**config.mk**
```make
export PLATFORM = sky130hd
export DESIGN_NAME = dds_tone
export DESIGN_NICKNAME = d
export VERILOG_FILES = /design/src/rtl/dds_tone.sv
export SDC_FILE = /design/constraint.sdc
export NUM_CORES = 1
export LEC_CHECK = 0
export ABC_AREA = 1
export BUFFER_PORTS_ARGS = -buffer_cell sky130_fd_sc_hd__buf_2
export CELL_PAD_IN_SITES_DETAIL_PLACEMENT = 0
export CELL_PAD_IN_SITES_GLOBAL_PLACEMENT = 2
export CORE_MARGIN = 1
export CORE_UTILIZATION = 33
export DETAILED_ROUTE_END_ITERATION = 16
export HOLD_SLACK_MARGIN = 0.1
export PLACE_DENSITY = 0.93
export SYNTH_ARGS = -nofsm -noshare
export SYNTH_HDL_FRONTEND = slang
export SYNTH_SLANG_ARGS = --single-unit
export TNS_END_PERCENT = 30
```
**constraint.sdc**
```tcl
create_clock -name clk -period 3.4 [get_ports clk]
set_clock_uncertainty 0.2 [all_clocks]
set_input_delay 0.34 -clock clk [delete_from_list [all_inputs] [get_ports clk]]
set_output_delay 0.34 -clock clk [all_outputs]
set_load 0.05 [all_outputs]
```
**src/rtl/dds_tone.sv**
```systemverilog
module dds_tone #(
  parameter int ACC_W = 32
) (
  input  logic                    clk,
  input  logic                    rst,
  input  logic                    en,
  input  logic [ACC_W-1:0]        tune,
  output logic signed [7:0]       sample,
  output logic [3:0]              phase_idx
);

  localparam int IDX_W = 4;

  logic [ACC_W-1:0] acc;

  function automatic logic signed [7:0] sine_lut(input logic [IDX_W-1:0] i);
    case (i)
      4'd0:  return 8'sh00;
      4'd1:  return 8'sh18;
      4'd2:  return 8'sh2D;
      4'd3:  return 8'sh3B;
      4'd4:  return 8'sh40;
      4'd5:  return 8'sh3B;
      4'd6:  return 8'sh2D;
      4'd7:  return 8'sh18;
      4'd8:  return 8'sh00;
      4'd9:  return 8'shE8;
      4'd10: return 8'shD3;
      4'd11: return 8'shC5;
      4'd12: return 8'shC0;
      4'd13: return 8'shC5;
      4'd14: return 8'shD3;
      default: return 8'shE8;
    endcase
  endfunction

  assign phase_idx = acc[ACC_W-1 -: IDX_W];

  always_ff @(posedge clk) begin
    if (rst) begin
      acc    <= '0;
      sample <= '0;
    end else if (en) begin
      acc    <= acc + tune;
      sample <= sine_lut(phase_idx);
    end
  end


  reset_clear_chk: assert property (@(posedge clk)
    rst |=> (sample == 8'sd0 && phase_idx == '0));


  hold_idle_chk: assert property (@(posedge clk) disable iff (rst)
    !en |=> ($stable(sample) && $stable(phase_idx)));


  lut_latency_chk: assert property (@(posedge clk) disable iff (rst)
    ($past(en) && !$past(rst)) |-> (sample == sine_lut($past(phase_idx))));


  amp_range_chk: assert property (@(posedge clk) disable iff (rst)
    ($signed(sample) <= 64 && $signed(sample) >= -64));

endmodule

```
==> results.json <==
{
  "cp.required_ns": 3.39,
  "post_synth_mux_area_share": 0,
  "postPlaceCellArea_sq_um": 4447,
  "count_of_clock_tree_sinks": 40,
  "start_util": 0.3391,
  "synth_xor_xnor_area_share": 0.03212,
  "finalSetupViolCount": 0,
  "seq_power_share": 0.290,
  "routed_via_density": 4.384,
  "floorplan.io_pins": 47,
  "synth_top_flop_cell": "dfxtp_1",
  "number_of_standard_cell_rows_in_the_floorplan": 40,
  "synthDominantCellAreaShare": 0.2102,
  "critical_path.endpoint_type": "flip-flop",
  "cts_repair_resize_count": 0,
  "grt_setup_unrepaired": "false",
  "gp_congestion": 0.8468,
  "final_hold_viol_count": 0,
  "cp.arrival_ns": 2.16,
  "cts_hold_repair.buffers": 0,
  "critical_path_class": "flip-flop to flip-flop",
  "antenna_found_initial": 0,
  "static_leakage_nw": 2.865,
  "layout.area.seq_sq_um": 800.8,
  "drt_drc_violations_left": 0,
  "irDropWorstVdd_mv": 0.1649,
  "cts_buf_count": 5,
  "cellInternalPower_w": 0.001131,
  "synthesis.yosys.warnings": 0,
  "final_layout_size_suffix_gt1_frac": 0.1154,
  "num-nets-final": 841,
  "tritoncts": "yes",
  "syn_nets": 803,
  "clk_pin_slew_ns": 0.06,
  "wirelength_mm": 11.18,
  "worstPathCellList": "ha_1 > fa_1 > nand3_1 > nand3_1 > nand2_1 > nand2_1 > nand2_1 > nand2_1 > nand2_1 > nand2_1 > o21ai_1 > inv_1",
  "dominant_cell_by_count_in_the_synthesized_netlist": "nand2_1",
  "timing.critical_path.mode_cell": "nand2_1",
  "area_delta_synth_final_pct": 12.94,
  "complex_gate_fraction_of_the_synthesized_area": 0.08290,
  "first_global_vias": 4052,
  "share_comb_of_total_power": 0.408,
  "postSynthRegisterBits": 40,
  "synth_unique_cells": 30,
  "cts_htree_levels": 2,
  "max_slew.worst_pin.slew_ns": 0.7837,
  "crit_path_max_fanout": 4,
  "overflow": 0,
  "async_reset_ff_frac": 0,
  "die_area_sq_um": 12840,
  "final.fill_count": 1361,
  "die_x_um": 113.3,
  "worstSetupStartpointType": "flip-flop",
  "min_path_type": "input port to flip-flop",
  "slew_headroom": 0.4769,
  "crit_family": "simple AND/OR/NAND/NOR gates",
  "port_buffers": 46,
  "synth_top_area_cell": "nand2_1",
  "stdcell_area_sq_um": 4619,
  "antenna_cells": 0,
  "cts_post_setup_buffers_inserted": 0,
  "netlist_area_sq_um": 4090,
  "achievable-frequency_mhz": 460.3,
  "outcome": "finished, final reports clean",
  "power-per-cell-area_nw_per_um2": 414.1,
  "switchingPower_w": 0.0007818,
  "final_max_slew_violation_count": 0,
  "dpl.hpwl_mm": 8.911,
  "cpPeakStageDelay_ns": 0.44,
  "synth-adder-area-share": 0.1120,
  "period_minus_slack_ns": 2.173,
  "netlist_top_cells_area": "nand2_1 (21%), dfxtp_1 (20%), inv_1 (14%)",
  "cts_root_buf": "clkbuf_16",
  "postSynthCellCount": 732,
  "synth_simple_gate_area_frac": 0.4108,
  "max_cap_violations": 0,
  "clock_insertion_delay_worst_skew_ns": 0.30,
  "syn_avg_cell_area_sq_um": 5.588,
  "multi_input_gate_area_in_the_final_layout_sq_um": 2609,
  "grt_first_pass_wirelength_mm": 19.24,
  "floorplan.die.height_um": 113.3,
  "count_of_flip_flops_with_a_built_in_enable_after_synthesis": 0,
  "drt-pass1-iter-count": 4,
  "pin_count_of_the_biggest_net_entering_global_routing": 55,
  "core_sq_um": 12060,
  "switching_share": 0.4087,
  "initialDrtViolationCount": 156,
  "clock_power_share": 0.303,
  "max-clock-path-buffers": 2,
  "route.vias.total": 4117,
  "synth.top_cells.by_count": "nand2_1 (229), inv_1 (154), nor2_1 (93), nand3_1 (42), dfxtp_1 (40)",
  "critPathBufInv": 1,
  "post-route-period-util": 0.6390,
  "mean_routed_wirelength_per_cell_um": 11.91,
  "totalPowerFinal_w": 0.001913,
  "combinational_family_with_the_most_area_after_synthesis": "simple AND/OR/NAND/NOR gates",
  "ys_seq_area_frac": 0.1958,
  "grtUsageTotal": 0.1906,
  "finalSetupTns_ns": 0,
  "drtAntennaViolNets": 0,
  "critPathSlowestCell": "fa_1",
  "final_core_utilization": 0.3830
}
[power by group through the flow]
stage          Clock (W)  Sequential [W]  Combinational (W)
4_1_cts         0.000604        0.000555           0.000789
3_3_place_gp           0        0.000564           0.000780
5_1_grt         0.000611        0.000561           0.000903
6_report        0.000579        0.000554           0.000780
2_1_floorplan          0        0.000581           0.000581
3_5_place_dp           0        0.000566           0.000785
[worst min-delay path: cells and delay by family]
kind,cells,cell delay [ns]
adders and majority gates,1,0.12
buffers and inverters,1,0.08
and+or+nand+nor,2,0.12
[per-layer routing]
layer  GRT usage  vias up  share of wire
met3     0.03482        4          0.033
met1      0.2410     1782           0.49
met4     0.04035        0         0.0055
met2      0.3362       56           0.47
li1            -     2275              -
met5           0        -              0
[placed cells by master, fill, tap and decap left out, types with 2 or more instances in the layout]
master / netlist / routed
nor2_1: 93 / 93
nor3_1: 2 / 2
ha_1: 35 / 35
nand2_1: 229 / 229
inv_2: 2 / 2
nand3_2: 4 / 4
clkbuf_16: 0 / 5
dfxtp_1: 40 / 40
clkinv_4: 0 / 2
o21ai_1: 4 / 4
nor2_2: 8 / 8
nand3_1: 42 / 42
xor2_1: 14 / 14
o21ai_0: 23 / 23
nand2_2: 18 / 18
and2_1: 2 / 2
a21oi_1: 32 / 32
inv_1: 154 / 154
o21bai_1: 3 / 3
buf_2: 0 / 46
nand4_1: 3 / 3
[final timing paths]
path | slack [ns] | depth (start not counted) | endpoint | start
setup reg to reg | 1.23 | 12 | acc[16] | acc[0]
hold reg to reg | 0.27 | 2 | sample[7] | sample[7]
hold / removal | 0.20 | 4 | acc[0] | tune[0]
setup / recovery | 1.23 | 12 | acc[16] | acc[0]
[metrics by stage]
stage                     instances  hold WS [ns]  setup WS (ns)
final                           939        0.1962          1.227
after detailed placement        931        0.2605          1.065
after CTS                       939        0.1907          1.223
after floorplan                 732        0.2669          1.399
after global routing            939        0.2062          1.046
after global placement          931        0.2579          1.115
[registers in the layout (all words and copies together) (netlist names)]
register,flops
acc,32
sample,8
[final cells by class]
class,instances,share of cell area
flip-flops and latches,40,0.1733
well taps,168,0.04550
clock inverters,3,0.01029
multi-input cells,519,0.5647
inverters,157,0.1276
repair buffers,47,0.05146
clock buffers,5,0.02709
[cell families (layout without fill, tap and decap cells)]
family                     count (synthesis)  after routing
buffers and inverters                    173            212
adders and majority gates                 36             36
DFF                                       40             40
AOI/OAI and AO/OA                         65             65
xor gates and xnor gates                  15             15
and+or+nand+nor                          403            403
(Power assumes the default switching activity.)
